==> config.mk <==
export PLATFORM = sky130hd
export DESIGN_NAME = srate_sync_top
export DESIGN_NICKNAME = d
export VERILOG_FILES = /design/src/rtl/srate_pkg.sv /design/src/rtl/srate_divreg.sv /design/src/rtl/srate_prescale.sv /design/src/rtl/srate_chan.sv /design/src/rtl/srate_sync_top.sv
export SDC_FILE = /design/constraint.sdc
export NUM_CORES = 1
export LEC_CHECK = 0
export BUFFER_PORTS_ARGS = -buffer_cell sky130_fd_sc_hd__buf_2
export CAP_MARGIN = 10
export CORE_MARGIN = 2
export CORE_UTILIZATION = 50
export CTS_BUF_LIST = sky130_fd_sc_hd__clkbuf_2
export DETAILED_ROUTE_END_ITERATION = 7
export PLACE_DENSITY = 0.73
export SYNTH_ARGS = -nofsm -noshare
export SYNTH_HDL_FRONTEND = slang
export SYNTH_SLANG_ARGS = --single-unit
==> constraint.sdc <==
create_clock -name clk -period 3.21 [get_ports clk]
set_input_delay 0.1605 -clock clk [delete_from_list [all_inputs] [get_ports clk]]
set_output_delay 0.1605 -clock clk [all_outputs]
set_load 0.05 [all_outputs]
==> src/rtl/srate_pkg.sv <==
package srate_pkg;
    localparam int unsigned PRESCALE_DEF = 32;
    localparam int unsigned DIV_W_DEF    = 7;
    localparam int unsigned WR_W_DEF     = 8;
    localparam int unsigned AUD_MIN_DEF  = 6;
    localparam int unsigned TEL_MIN_DEF  = 16;
    localparam int unsigned DIV_MAX_DEF  = 127;
    localparam int unsigned NCH          = 2;

    typedef enum logic [0:0] {
        CH_AUDIO   = 1'b0,
        CH_TELECOM = 1'b1
    } chan_id_e;
endpackage

==> src/rtl/srate_divreg.sv <==
module srate_divreg #(
    parameter int unsigned WR_W  = 8,
    parameter int unsigned DIV_W = 7,
    parameter int unsigned MIN   = 6,
    parameter int unsigned MAX   = 127
) (
    input  logic             clk,
    input  logic             rst_n,
    input  logic             wr,
    input  logic [WR_W-1:0]  wdata,
    output logic [DIV_W-1:0] div,
    output logic             err
);
    localparam logic [WR_W-1:0]  LO_W = WR_W'(MIN);
    localparam logic [WR_W-1:0]  HI_W = WR_W'(MAX);
    localparam logic [DIV_W-1:0] LO_D = DIV_W'(MIN);
    localparam logic [DIV_W-1:0] HI_D = DIV_W'(MAX);

    typedef struct packed {
        logic [DIV_W-1:0] div;
        logic             err;
    } reg_st_t;

    reg_st_t st_d, st_q;

    always_comb begin
        st_d = st_q;
        if (wr) begin
            if (wdata < LO_W) begin
                st_d.div = LO_D;
                st_d.err = 1'b1;
            end else if (wdata > HI_W) begin
                st_d.div = HI_D;
                st_d.err = 1'b1;
            end else begin
                st_d.div = wdata[DIV_W-1:0];
            end
        end
    end

    always_ff @(posedge clk) begin
        if (!rst_n) begin
            st_q.div <= LO_D;
            st_q.err <= 1'b0;
        end else begin
            st_q <= st_d;
        end
    end

    assign div = st_q.div;
    assign err = st_q.err;

    // stored value never leaves the legal window
    a_r3_div_bounds: assert property (@(posedge clk) disable iff (!rst_n)
        (div >= LO_D) && (div <= HI_D));

    // error flag is sticky
    a_r3_err_sticky: assert property (@(posedge clk) disable iff (!rst_n)
        err |=> err);

    // low writes clamp to minimum and flag
    a_r3_clamp_low: assert property (@(posedge clk) disable iff (!rst_n)
        (wr && (wdata < LO_W)) |=> ((div == LO_D) && err));

    // high writes clamp to maximum and flag
    a_r3_clamp_high: assert property (@(posedge clk) disable iff (!rst_n)
        (wr && (wdata > HI_W)) |=> ((div == HI_D) && err));

    // legal write is stored as written
    a_r2_store_legal: assert property (@(posedge clk) disable iff (!rst_n)
        (wr && (wdata >= LO_W) && (wdata <= HI_W)) |=> (div == $past(wdata[DIV_W-1:0])));
endmodule

==> src/rtl/srate_prescale.sv <==
module srate_prescale #(
    parameter int unsigned PRE = 32
) (
    input  logic clk,
    input  logic rst_n,
    input  logic run,
    output logic tick
);
    localparam int unsigned PRE_W = (PRE > 1) ? $clog2(PRE) : 1;
    localparam logic [PRE_W-1:0] LAST = PRE_W'(PRE - 1);

    logic [PRE_W-1:0] cnt_d, cnt_q;

    always_comb begin
        if (!run || (cnt_q == LAST)) begin
            cnt_d = '0;
        end else begin
            cnt_d = cnt_q + 1'b1;
        end
    end

    always_ff @(posedge clk) begin
        if (!rst_n) begin
            cnt_q <= '0;
        end else begin
            cnt_q <= cnt_d;
        end
    end

    assign tick = run && (cnt_q == LAST);

    // prescaler restarts from zero whenever stopped
    a_r5_pre_idle_zero: assert property (@(posedge clk) disable iff (!rst_n)
        !run |=> (cnt_q == '0));
endmodule

==> src/rtl/srate_chan.sv <==
module srate_chan #(
    parameter int unsigned PRE   = 32,
    parameter int unsigned DIV_W = 7,
    parameter int unsigned MAX   = 127
) (
    input  logic             clk,
    input  logic             rst_n,
    input  logic             en,
    input  logic             fsync,
    input  logic [DIV_W-1:0] div,
    output logic             strobe
);
    localparam logic [DIV_W-1:0] ONE  = DIV_W'(1);
    localparam logic [DIV_W-1:0] HI_D = DIV_W'(MAX);

    typedef struct packed {
        logic             armed;
        logic             run;
        logic [DIV_W-1:0] cnt;
        logic             strobe;
    } chan_st_t;

    chan_st_t st_d, st_q;
    logic     tick;

    srate_prescale #(.PRE(PRE)) pre_i (
        .clk  (clk),
        .rst_n(rst_n),
        .run  (st_q.run),
        .tick (tick)
    );

    always_comb begin
        st_d        = st_q;
        st_d.strobe = 1'b0;
        if (!en) begin
            st_d.armed = 1'b0;
            st_d.run   = 1'b0;
            st_d.cnt   = div;
        end else if (!st_q.run && !st_q.armed) begin
            st_d.armed = 1'b1;
            st_d.cnt   = div;
        end else if (st_q.armed) begin
            if (fsync) begin
                st_d.armed = 1'b0;
                st_d.run   = 1'b1;
            end
        end else if (tick) begin
            if (st_q.cnt == ONE) begin
                st_d.cnt    = div;
                st_d.strobe = 1'b1;
            end else begin
                st_d.cnt = st_q.cnt - ONE;
            end
        end
    end

    always_ff @(posedge clk) begin
        if (!rst_n) begin
            st_q.armed  <= 1'b0;
            st_q.run    <= 1'b0;
            st_q.cnt    <= div;
            st_q.strobe <= 1'b0;
        end else begin
            st_q <= st_d;
        end
    end

    assign strobe = st_q.strobe;

    // each strobe lasts one cycle
    a_r5_strobe_pulse: assert property (@(posedge clk) disable iff (!rst_n)
        strobe |=> !strobe);

    // counter never sits at zero nor above the maximum
    a_r5_cnt_range: assert property (@(posedge clk) disable iff (!rst_n)
        (st_q.cnt != '0) && (st_q.cnt <= HI_D));

    // disabled channel goes quiet and stops
    a_r6_idle_quiet: assert property (@(posedge clk) disable iff (!rst_n)
        !en |=> (!strobe && !st_q.run));

    // counting only starts from an armed state on frame-sync
    a_r4_start_on_sync: assert property (@(posedge clk) disable iff (!rst_n)
        $rose(st_q.run) |-> ($past(fsync) && $past(st_q.armed) && $past(en)));

    // never armed and running together
    a_r4_arm_excl: assert property (@(posedge clk) disable iff (!rst_n)
        !(st_q.armed && st_q.run));
endmodule

==> src/rtl/srate_sync_top.sv <==
module srate_sync_top #(
    parameter int unsigned PRESCALE = srate_pkg::PRESCALE_DEF,
    parameter int unsigned DIV_W    = srate_pkg::DIV_W_DEF,
    parameter int unsigned WR_W     = srate_pkg::WR_W_DEF,
    parameter int unsigned AUD_MIN  = srate_pkg::AUD_MIN_DEF,
    parameter int unsigned TEL_MIN  = srate_pkg::TEL_MIN_DEF,
    parameter int unsigned DIV_MAX  = srate_pkg::DIV_MAX_DEF
) (
    input  logic             clk,
    input  logic             rst_n,
    input  logic             fsync,
    input  logic             aud_en,
    input  logic             aud_wr,
    input  logic [WR_W-1:0]  aud_wdata,
    input  logic             tel_en,
    input  logic             tel_wr,
    input  logic [WR_W-1:0]  tel_wdata,
    output logic             aud_strobe,
    output logic             tel_strobe,
    output logic [DIV_W-1:0] aud_div,
    output logic [DIV_W-1:0] tel_div,
    output logic             aud_err,
    output logic             tel_err
);
    import srate_pkg::*;

    logic [NCH-1:0]   en_v, wr_v, strobe_v, err_v;
    logic [WR_W-1:0]  wdata_v [NCH];
    logic [DIV_W-1:0] div_v   [NCH];

    assign en_v                = {tel_en, aud_en};
    assign wr_v                = {tel_wr, aud_wr};
    assign wdata_v[CH_AUDIO]   = aud_wdata;
    assign wdata_v[CH_TELECOM] = tel_wdata;

    for (genvar g = 0; g < NCH; g++) begin : g_ch
        localparam int unsigned LO = (g == int'(CH_AUDIO)) ? AUD_MIN : TEL_MIN;

        srate_divreg #(
            .WR_W (WR_W),
            .DIV_W(DIV_W),
            .MIN  (LO),
            .MAX  (DIV_MAX)
        ) reg_i (
            .clk  (clk),
            .rst_n(rst_n),
            .wr   (wr_v[g]),
            .wdata(wdata_v[g]),
            .div  (div_v[g]),
            .err  (err_v[g])
        );

        srate_chan #(
            .PRE  (PRESCALE),
            .DIV_W(DIV_W),
            .MAX  (DIV_MAX)
        ) chan_i (
            .clk   (clk),
            .rst_n (rst_n),
            .en    (en_v[g]),
            .fsync (fsync),
            .div   (div_v[g]),
            .strobe(strobe_v[g])
        );
    end

    assign aud_strobe = strobe_v[CH_AUDIO];
    assign tel_strobe = strobe_v[CH_TELECOM];
    assign aud_div    = div_v[CH_AUDIO];
    assign tel_div    = div_v[CH_TELECOM];
    assign aud_err    = err_v[CH_AUDIO];
    assign tel_err    = err_v[CH_TELECOM];

    // a disabled telecom channel stays silent whatever audio does
    a_r9_tel_quiet: assert property (@(posedge clk) disable iff (!rst_n)
        !tel_en |=> !tel_strobe);
endmodule

==> results.sh, run 1 <==
export IMPL_start_util=0.5220
export IMPL_clk_pin_slew_ns=0.22
export IMPL_cp_slowest_cell="o21ai_0"
export IMPL_drc=0
export IMPL_startpoint_type="flop"
export IMPL_grt_pass1_wl_mm=6.479
export IMPL_tns_ns=0
export IMPL_die_area_mm2=0.004741
export IMPL_fmax_ghz=0.4959
export IMPL_power_density_mw_per_mm2=488.3
export IMPL_postSynthCellCount=217
export IMPL_fp_row_count=23
export IMPL_worstPathRequired_ns=3.30
export IMPL_die_h_um=68.86
export IMPL_synth_xor_area_frac=0.04997
export IMPL_cts_root_buf="clkbuf_2"
export IMPL_fp_dieW_um=68.86
export IMPL_synth_area_leaders="dfxtp_1 30%, edfxtp_1 20%, ha_1 4.8%"
export IMPL_grt_total_usage=0.1903
export IMPL_rsz0062_at_grt="false"
export IMPL_grt_max_degree=26
export IMPL_worstPathArrival_ns=2.11
export IMPL_slew_headroom=0.4265
export IMPL_syn_num_nets=248
export IMPL_dr_pass1_iters=4
export IMPL_num_vias=1688
export IMPL_avgRoutedWirePerCell_um=13.32
export IMPL_synth_compound_area_frac=0.1719
export IMPL_synth_fa_ha_area_frac=0.04759
export IMPL_clk_path_buf_depth=2
export IMPL_cts_resized_gates=0
export IMPL_end_kind="flop"
export IMPL_synth_simple_area_share=0.2011
export IMPL_dp_hpwl_mm=3.088
export IMPL_port_buffers=40
export IMPL_cts_buffers=5
export IMPL_final_antenna_net_count=0
export IMPL_worstMarginPinSlew_ns=0.8513
export IMPL_diodes=0
export IMPL_synth_area_leader_cell="dfxtp_1"
export IMPL_post_route_period_util=0.6282
export IMPL_crit_fanout=7
export IMPL_synth_top_family_by_area="simple AND/OR/NAND/NOR gates"
export IMPL_drive_gt1_frac=0.2007
export IMPL_clock_skew_ns=0.01076
export IMPL_ys_seq_area_frac=0.5045
export IMPL_cap_viol_max_count=0
export IMPL_place_area_mm2=0.002347
export IMPL_cp_common_cell="ha_1"
export IMPL_syn2layout_area_growth_pct=20.11
export IMPL_status="completed"
export IMPL_first_global_vias=1437
export IMPL_layout_commonest_cell="buf_2"
export IMPL_synth_cell_types=37
export IMPL_synthMuxAreaShare=0.005354
export IMPL_cp_slowest_stage_delay_ns=0.67
export IMPL_synth_top_cell_area_share=0.3046
export IMPL_coreArea_mm2=0.004029
export IMPL_synth_seq_cells=46
export IMPL_final_hold_violation_count=0
export IMPL_grt_antenna_before_repair=0
export IMPL_fillers=357
export IMPL_grt_overflow_total=0
export IMPL_cts_sinks=46
export IMPL_avgSynthCellArea_um2=9.692
export IMPL_h_tree_depth=2
export IMPL_synth_warnings=0
export IMPL_critical_path_class="reg2reg"
export IMPL_drt_iter0_drc=64
export IMPL_layout_common_cells="40 x buf_2, 32 x dfxtp_1, 25 x nor2_1, 18 x o21ai_0"
export IMPL_drt_vias_per_instance=5.292
export IMPL_ioPinCount=41
export IMPL_ctsHoldBuffers=5
export IMPL_clk_latency_ns=0.42
export IMPL_finalSetupViolCount=0
export IMPL_cts_tree="yes"
export IMPL_syn_area_mm2=0.002103
export IMPL_routed_wl_mm=4.249
export IMPL_min_period_ns=2.017
export IMPL_leakage_nw=1.054
export IMPL_final_nets=299
export IMPL_place_congestion=0.8159
export IMPL_hp_class="in2reg"
export IMPL_cts_setup_buffers=0
export IMPL_crit_chain="ha_1, and3_1, ha_1, nor2b_1, o21ai_0"
export IMPL_slew_violations=0
export IMPL_ir_worst_vdd_mv=0.3111
export IMPL_stdcell_area_mm2=0.002526
-- through the flow --
stage / setup WS, ns / cells / hold slack (ns) / power (mW) / utilization
finish: 1.193 / 319 / 0.02340 / 1.233 / 0.6270
floorplan: 1.398 / 217 / 0.2591 / 0.7938 / -
detailed placement: 1.201 / 302 / 0.4121 / 0.8477 / 0.5826
global placement: 1.271 / 302 / 0.4056 / 0.8456 / 0.5826
CTS: 1.169 / 315 / 0.0001320 / 1.237 / 0.6171
global route: 0.8821 / 319 / 0.01146 / 1.284 / 0.6270
-- registers in the layout (all words and copies together), names as in the netlist --
name                     flops
g_ch.reg_i.div              14
g_ch.chan_i.pre_i.cnt_q     10
g_ch.chan_i.strobe           2
g_ch.reg_i.err               2
g_ch.chan_i.st_q            18
-- cells in the mapped netlist, drive strengths merged --
cell type and n:
dfxtp 32, nor2 25, o21ai 19, a21oi 14, edfxtp 14, nand2 14, ha 8, nor2b 7
xnor2 7, inv 6, nand2b 6, o2bb2ai 6, clkbuf 5, nand3 5, o211ai 5, xor2 5
a211oi 4, and2 4, and3 4, a21boi 3, nor3 3, nor4b 3, or4 3, a21o 2
nor4 2, or2 2, or3 2, a311oi 1, a31o 1, mux2 1, nand4 1, nor3b 1
o211a 1, o32a 1
-- area by class of cell --
cell class / instances / area (um^2) / share of cell area
Clock buffer: 5 / 25.02 / 0.009906
Clock inverter: 3 / 63.81 / 0.02526
Inverter: 6 / 22.52 / 0.008915
Multi-Input combinational cell: 160 / 1001 / 0.3962
Sequential cell: 46 / 1061 / 0.4200
Tap cell: 50 / 62.56 / 0.02476
Timing Repair Buffer: 49 / 290.3 / 0.1149
-- worst paths after layout --
kind / from / endpoint / slack [ns] / cells past startpoint
worst max-delay path: g_ch[0].chan_i.pre_i.cnt_q[0]$_SDFF_PP0_ / g_ch[0].chan_i.st_q[1]$_DFFE_PP_ / 1.19 / 5
worst min-delay path: tel_wdata[4] / g_ch[1].reg_i.div[4]$_SDFFE_PN1P_ / 0.02 / 3
worst max register to register: g_ch[0].chan_i.pre_i.cnt_q[0]$_SDFF_PP0_ / g_ch[0].chan_i.st_q[1]$_DFFE_PP_ / 1.19 / 5
worst min register to register: g_ch[1].chan_i.pre_i.cnt_q[0]$_SDFF_PP0_ / g_ch[1].chan_i.pre_i.cnt_q[0]$_SDFF_PP0_ / 0.46 / 1
-- report_power, final --
part           switching, mW  internal [mW]  total, mW
sequential            0.0281          0.634      0.662
clock                  0.180          0.207      0.387
combinational          0.115         0.0699      0.184
total                  0.322          0.911       1.23
-- layer usage --
metal,part of all wire,GRT usage,vias up
met5,0,0,-
met3,0.035,0.04058,7
met2,0.45,0.2873,27
met4,0.016,0.09314,0
li1,-,-,886
met1,0.50,0.2593,768
-- cells by family (layout without fill, tap and decap cells) --
group                    count (synthesis)  count (layout)
AND/OR/NAND/NOR                         82              82
multiplexers                             1               1
XOR/XNOR                                12              12
flip-flops                              46              46
adder cells (fa/ha/maj)                  8               8
AO/OA/AOI/OAI                           57              57
buffers and inverters                   11              63
-- critical path: cells and delay by family, from the launching register on --
kind                       cells  cell delay, ns
DFF                            1            0.42
adders and majority gates      2            0.36
AOI/OAI and AO/OA              1            0.67
and+or+nand+nor                2            0.23
(Power assumes the default switching activity.)
==> inputs of run 2 (changes only) <==
--- a/config.mk
+++ b/config.mk
@@ -11,7 +11,7 @@
 export CORE_UTILIZATION = 50
 export CTS_BUF_LIST = sky130_fd_sc_hd__clkbuf_2
 export DETAILED_ROUTE_END_ITERATION = 7
-export PLACE_DENSITY = 0.73
+export PLACE_DENSITY = 0.76
 export SYNTH_ARGS = -nofsm -noshare
 export SYNTH_HDL_FRONTEND = slang
 export SYNTH_SLANG_ARGS = --single-unit
==> constraint.sdc (replaced) <==
create_clock -name clk -period 1.8 [get_ports clk]
set_input_delay 0.09 -clock clk [delete_from_list [all_inputs] [get_ports clk]]
set_output_delay 0.09 -clock clk [all_outputs]
set_load 0.05 [all_outputs]
==> results.sh, run 2 (synthesized netlist as in run 1, its figures left out) <==
export IMPL_grt_total_usage=0.2248
export IMPL_hp_class="in2reg"
export IMPL_ir_worst_vdd_mv=0.5232
export IMPL_fmax_ghz=0.5560
export IMPL_final_cells=349
export IMPL_h_tree_depth=2
export IMPL_clk_path_buf_depth=2
export IMPL_routed_wl_mm=5.105
export IMPL_regMostFlops="g_ch.chan_i.st_q"
export IMPL_cts_sinks=46
export IMPL_leakage_nw=1.198
export IMPL_grt_max_degree=16
export IMPL_slew_headroom=0.6199
export IMPL_final_hold_violation_count=0
export IMPL_cp_top_family="simple AND/OR/NAND/NOR gates"
export IMPL_die_area_mm2=0.004741
export IMPL_critical_path_class="reg2reg"
export IMPL_end_kind="flop"
export IMPL_fp_row_count=23
export IMPL_port_buffers=40
export IMPL_crit_start="g_ch[0].chan_i.st_q[5]$_DFFE_PP_"
export IMPL_first_global_vias=1759
export IMPL_r2r_end="g_ch[0].chan_i.st_q[7]$_DFFE_PP_"
export IMPL_clk_pin_slew_ns=0.25
export IMPL_place_area_mm2=0.002452
export IMPL_drive_gt1_frac=0.2910
export IMPL_cap_viol_max_count=0
export IMPL_avgRoutedWirePerCell_um=14.63
export IMPL_min_period_ns=1.798
export IMPL_largestRegisters="g_ch.chan_i.st_q (18), g_ch.reg_i.div (14), g_ch.chan_i.pre_i.cnt_q (10)"
export IMPL_dr_pass1_iters=4
export IMPL_r2r_start="g_ch[0].chan_i.st_q[5]$_DFFE_PP_"
export IMPL_min_to="g_ch[1].reg_i.div[1]$_SDFFE_PN0P_"
export IMPL_cts_root_buf="clkbuf_2"
export IMPL_layout_common_cells="40 x buf_2, 28 x dfxtp_1, 25 x nor2_1, 24 x dlygate4sd3_1, 15 x buf_4"
export IMPL_status="completed"
export IMPL_fp_dieW_um=68.86
export IMPL_clock_skew_ns=0.04044
export IMPL_rsz0062_at_grt="true"
export IMPL_num_vias=1879
export IMPL_worstPathArrival_ns=2.14
export IMPL_crit_chain="or4_4, or4_4, a21oi_2, o32a_2"
export IMPL_syn2layout_area_growth_pct=35.51
export IMPL_ioPinCount=41
export IMPL_cp_slowest_cell="or4_4"
export IMPL_final_nets=329
export IMPL_whs_path_depth=3
export IMPL_place_congestion=0.8499
export IMPL_grt_pass1_wl_mm=7.790
export IMPL_stdcell_area_mm2=0.002850
export IMPL_slew_violations=0
export IMPL_grt_antenna_before_repair=0
export IMPL_layout_commonest_cell="buf_2"
export IMPL_crit_fanout=3
export IMPL_multi_input_area_mm2=0.001079
export IMPL_cts_tree="yes"
export IMPL_drt_vias_per_instance=5.384
export IMPL_dpl_cell_count=316
export IMPL_coreArea_mm2=0.004029
export IMPL_cts_buffers=5
export IMPL_clk_latency_ns=0.43
export IMPL_worst_path_buf_inv=0
export IMPL_grt_overflow_total=0
export IMPL_rr_worst_depth=4
export IMPL_drt_iter0_drc=66
export IMPL_cp_common_cell="or4_4"
export IMPL_power_density_mw_per_mm2=755.8
export IMPL_diodes=0
export IMPL_ff_latch_area_mm2=0.001066
export IMPL_die_h_um=68.86
export IMPL_cp_slowest_stage_delay_ns=0.56
export IMPL_dp_hpwl_mm=3.258
export IMPL_hp_start="tel_wdata[1]"
export IMPL_finalSetupViolCount=0
export IMPL_fillers=308
export IMPL_startpoint_type="flop"
export IMPL_worstMarginPinSlew_ns=0.5650
export IMPL_post_route_period_util=0.9991
export IMPL_worstPathRequired_ns=2.14
export IMPL_drc=0
export IMPL_start_util=0.5220
export IMPL_final_antenna_net_count=0
export IMPL_r2r_slack_ns=0.002
export IMPL_largest_reg_flops=18
==> run 2: through the flow <==
step / hold slack [ns] / setup TNS [ns] / power, mW / setup slack (ns) / utilization
after floorplan: 0.1886 / 0 / 1.416 / 0.01369 / -
after global placement: 0.3323 / 0 / 1.533 / 0.02373 / 0.6087
after detailed placement: 0.3317 / -0.1167 / 1.538 / -0.1094 / 0.6087
after CTS: 0.01435 / 0 / 2.134 / 0.01550 / 0.6922
after global routing: 0.02177 / -0.1380 / 2.233 / -0.06866 / 0.7075
final: 0.02642 / 0 / 2.154 / 0.001537 / 0.7075
==> run 2: report_power, final <==
group          switching [mW]  internal, mW  leakage, nW
clock                   0.327         0.240       0.0392
sequential             0.0494          1.13        0.416
combinational           0.233         0.174        0.743
total                   0.610          1.54         1.20
==> run 2: how the worst max path moves through the flow <==
stage                                  endpoint  cells past startpoint
2_1_floorplan  g_ch[0].chan_i.st_q[7]$_DFFE_PP_                      4
3_3_place_gp   g_ch[0].chan_i.st_q[7]$_DFFE_PP_                      4
3_5_place_dp   g_ch[1].chan_i.st_q[1]$_DFFE_PP_                      7
4_1_cts        g_ch[1].chan_i.st_q[1]$_DFFE_PP_                      7
5_1_grt        g_ch[0].chan_i.st_q[7]$_DFFE_PP_                      4
6_report       g_ch[0].chan_i.st_q[7]$_DFFE_PP_                      4
==> run 2: layout make-up <==
cell class | instances | area share
multi-input cells | 160 | 0.3784
flip-flops and latches | 46 | 0.3740
repair buffers | 79 | 0.1940
well taps | 50 | 0.02195
clock inverters | 2 | 0.01317
clock buffers | 6 | 0.01054
inverters | 6 | 0.007902
==> run 2: layer usage <==
| layer | share of wire | vias to the layer above | global-route usage |
|---|---|---|---|
| met2 | 0.50 | 49 | 0.3690 |
| met3 | 0.040 | 15 | 0.04545 |
| met4 | 0.026 | 0 | 0.1225 |
| li1 | - | 948 | - |
| met5 | 0 | - | 0 |
| met1 | 0.43 | 867 | 0.2766 |
==> run 2: what timing repair did <==
action / 4_1_cts / 5_1_grt
endpoints found under the setup margin: 17 / 14
endpoints found under the hold margin: 14 / 0
setup buffers: 0 / 1
pin swaps: 1 / 2
hold buffers: 24 / 0
gates resized for setup: 9 / 18
==> run 2: tightest hold or removal path: stages <==
cell	delay, ns
buf_2	0.08
o211ai_1	0.08
a21boi_0	0.15
==> inputs of run 3 (changes only) <==
--- a/config.mk
+++ b/config.mk
@@ -5,6 +5,7 @@
 export SDC_FILE = /design/constraint.sdc
 export NUM_CORES = 1
 export LEC_CHECK = 0
+export ABC_AREA = 1
 export BUFFER_PORTS_ARGS = -buffer_cell sky130_fd_sc_hd__buf_2
 export CAP_MARGIN = 10
 export CORE_MARGIN = 2
==> results.sh, run 3 <==
export IMPL_routed_wl_mm=4.852
export IMPL_regMostFlops="g_ch.chan_i.st_q"
export IMPL_drt_iter0_drc=82
export IMPL_stdcell_area_mm2=0.002908
export IMPL_largestRegisters="g_ch.chan_i.st_q (18), g_ch.reg_i.div (14), g_ch.chan_i.pre_i.cnt_q (10)"
export IMPL_avgSynthCellArea_um2=7.680
export IMPL_clk_latency_ns=0.41
export IMPL_whs_ns=0.05509
export IMPL_fmax_ghz=0.5880
export IMPL_yosysMostFrequentCell="nand2_1"
export IMPL_cts_sinks=46
export IMPL_grt_antenna_before_repair=0
export IMPL_syn_num_nets=328
export IMPL_die_h_um=71.54
export IMPL_status="completed"
export IMPL_clk_path_buf_depth=2
export IMPL_r2r_slack_ns=0.15
export IMPL_syn2layout_area_growth_pct=27.48
export IMPL_end_kind="flop"
export IMPL_worstMarginPinSlew_ns=0.3661
export IMPL_fillers=380
export IMPL_num_vias=2091
export IMPL_layout_common_cells="72 x nand2_1, 40 x inv_1, 40 x buf_2, 34 x nor2_1, 32 x dlygate4sd3_1"
export IMPL_async_flop_share=0
export IMPL_place_congestion=0.8326
export IMPL_dp_hpwl_mm=3.301
export IMPL_worstPathRequired_ns=2.12
export IMPL_synth_seq_cells=46
export IMPL_start_util=0.5203
export IMPL_cts_root_buf="clkbuf_2"
export IMPL_grt_max_degree=21
export IMPL_port_buffers=40
export IMPL_startpoint_type="primary input"
export IMPL_slew_violations=0
export IMPL_multi_input_area_mm2=0.001055
export IMPL_switching_share=0.3072
export IMPL_ir_worst_vdd_mv=0.4096
export IMPL_r2r_start="g_ch[0].chan_i.pre_i.cnt_q[0]$_SDFF_PP0_"
export IMPL_min_period_ns=1.701
export IMPL_place_area_mm2=0.002531
export IMPL_clk_pin_slew_ns=0.22
export IMPL_ioPinCount=41
export IMPL_critical_path_class="in2reg"
export IMPL_whs_path_depth=3
export IMPL_grt_pass1_wl_mm=7.941
export IMPL_dr_pass1_iters=4
export IMPL_post_route_period_util=0.9448
export IMPL_postSynthCellCount=297
export IMPL_synth_cell_types=26
export IMPL_cap_viol_max_count=0
export IMPL_power_density_mw_per_mm2=690.9
export IMPL_cts_buffers=5
export IMPL_finalSetupViolCount=0
export IMPL_largest_reg_flops=18
export IMPL_synth_edf_count=14
export IMPL_cts_setup_buffers=0
export IMPL_p_clk_frac=0.199
export IMPL_r2r_end="g_ch[0].chan_i.st_q[5]$_DFFE_PP_"
export IMPL_rr_worst_depth=10
export IMPL_leakage_nw=1.388
export IMPL_drive_gt1_frac=0.1925
export IMPL_synth_warnings=0
export IMPL_fin_util=0.6632
export IMPL_fp_row_count=24
export IMPL_drt_vias_per_instance=4.908
export IMPL_p_comb_frac=0.209
export IMPL_grt_total_usage=0.1974
export IMPL_ys_seq_area_frac=0.4652
export IMPL_coreArea_mm2=0.004384
export IMPL_avgRoutedWirePerCell_um=11.39
export IMPL_slew_headroom=0.7560
export IMPL_synth_top_cell_area_share=0.2809
export IMPL_p_switching_uw=617.2
export IMPL_final_hold_violation_count=0
export IMPL_p_int_mw=1.392
export IMPL_hp_start="aud_wr"
export IMPL_synth_area_leaders="dfxtp_1 28%, edfxtp_1 18%, nand2_1 12%"
export IMPL_layout_commonest_cell="nand2_1"
export IMPL_synth_area_leader_cell="dfxtp_1"
export IMPL_final_nets=404
export IMPL_power_total_mw=2.009
export IMPL_syn_area_mm2=0.002281
export IMPL_ff_latch_area_mm2=0.001064
export IMPL_diodes=0
export IMPL_first_global_vias=1965
export IMPL_final_antenna_net_count=0
export IMPL_ys_flop_type="dfxtp_1"
export IMPL_h_tree_depth=2
export IMPL_min_to="g_ch[0].reg_i.div[1]$_SDFFE_PN1P_"
export IMPL_cts_tree="yes"
export IMPL_hp_class="in2reg"
export IMPL_grt_overflow_total=0
export IMPL_pwr_share_seq=0.592
export IMPL_crit_fanout=2
export IMPL_ys_top_cells_by_count="72 x nand2_1, 40 x inv_1, 35 x nor2_1, 32 x dfxtp_1, 22 x o21ai_0"
export IMPL_worstPathArrival_ns=2.02
export IMPL_die_area_mm2=0.005118
export IMPL_drc=0
export IMPL_clock_skew_ns=0.02254
export IMPL_fp_dieW_um=71.54
[run 3: logic make-up after synthesis]
kind of cell / synth area share
and+or+nand+nor: 0.2863
xor gates and xnor gates: 0.01152
DFF: 0.4652
AOI/OAI and AO/OA: 0.1141
adders and majority gates: 0.04389
buffers and inverters: 0.07899
[run 3: how the worst max path moves through the flow]
| stage | from | endpoint | slack, ns | cells past startpoint |
|---|---|---|---|---|
| 2_1_floorplan | g_ch[1].chan_i.pre_i.cnt_q[0]$_SDFF_PP0_ | g_ch[1].chan_i.st_q[1]$_DFFE_PP_ | 0.18 | 6 |
| 3_3_place_gp | g_ch[0].chan_i.pre_i.cnt_q[0]$_SDFF_PP0_ | g_ch[0].chan_i.st_q[5]$_DFFE_PP_ | 0.23 | 10 |
| 3_5_place_dp | g_ch[1].chan_i.pre_i.cnt_q[0]$_SDFF_PP0_ | g_ch[1].chan_i.st_q[3]$_DFFE_PP_ | 0.13 | 10 |
| 4_1_cts | g_ch[1].chan_i.pre_i.cnt_q[0]$_SDFF_PP0_ | g_ch[1].chan_i.st_q[3]$_DFFE_PP_ | 0.1 | 10 |
| 5_1_grt | g_ch[1].chan_i.pre_i.cnt_q[0]$_SDFF_PP0_ | g_ch[1].chan_i.st_q[3]$_DFFE_PP_ | -0.01 | 10 |
| 6_report | aud_wdata[3] | g_ch[0].reg_i.div[3]$_SDFFE_PN0P_ | 0.1 | 6 |
[run 3: final cells by class]
cell class	count	share of cell area
tap	52	0.02238
clock inverter	2	0.003012
sequential	46	0.3657
inverter	42	0.05422
multi-input combinational	205	0.3627
timing repair buffer	73	0.1816
clock buffer	6	0.01033
[run 3: stage by stage]
| step | cells | TNS [ns] | setup WS, ns |
|---|---|---|---|
| final | 426 | 0 | 0.09931 |
| after CTS | 426 | 0 | 0.09600 |
| after detailed placement | 386 | 0 | 0.1328 |
| after global routing | 426 | -0.01443 | -0.01443 |
| after global placement | 386 | 0 | 0.2312 |
| after floorplan | 297 | 0 | 0.1827 |
[run 3: metal layers]
metal | global-route usage | wire [um] | vias to the layer above
met5 | 0 | 0 | -
met3 | 0.05485 | 206 | 11
li1 | - | - | 1106
met1 | 0.2270 | 2220 | 922
met4 | 0.06709 | 87 | 0
met2 | 0.3519 | 2337 | 52
[run 3: power groups by stage]
| stage | logic (mW) | clock network, mW | registers (mW) |
|---|---|---|---|
| after floorplan | 0.174 | 0 | 1.29 |
| after global placement | 0.350 | 0 | 1.21 |
| after detailed placement | 0.354 | 0 | 1.21 |
| after CTS | 0.414 | 0.418 | 1.19 |
| after global routing | 0.466 | 0.442 | 1.20 |
| final | 0.420 | 0.400 | 1.19 |
[run 3: critical path, stage by stage]
cell and delay (ns):
dlygate4sd3_1 0.53, buf_2 0.13, nor2_1 0.10, dlygate4sd3_1 0.55, a21oi_1 0.06, dlygate4sd3_1 0.56
[run 3: what timing repair did]
item / in CTS / in global routing
endpoints found under the setup margin: 0 / 4
gates resized for setup: 0 / 7
endpoints found under the hold margin: 17 / 0
hold buffers: 32 / 0
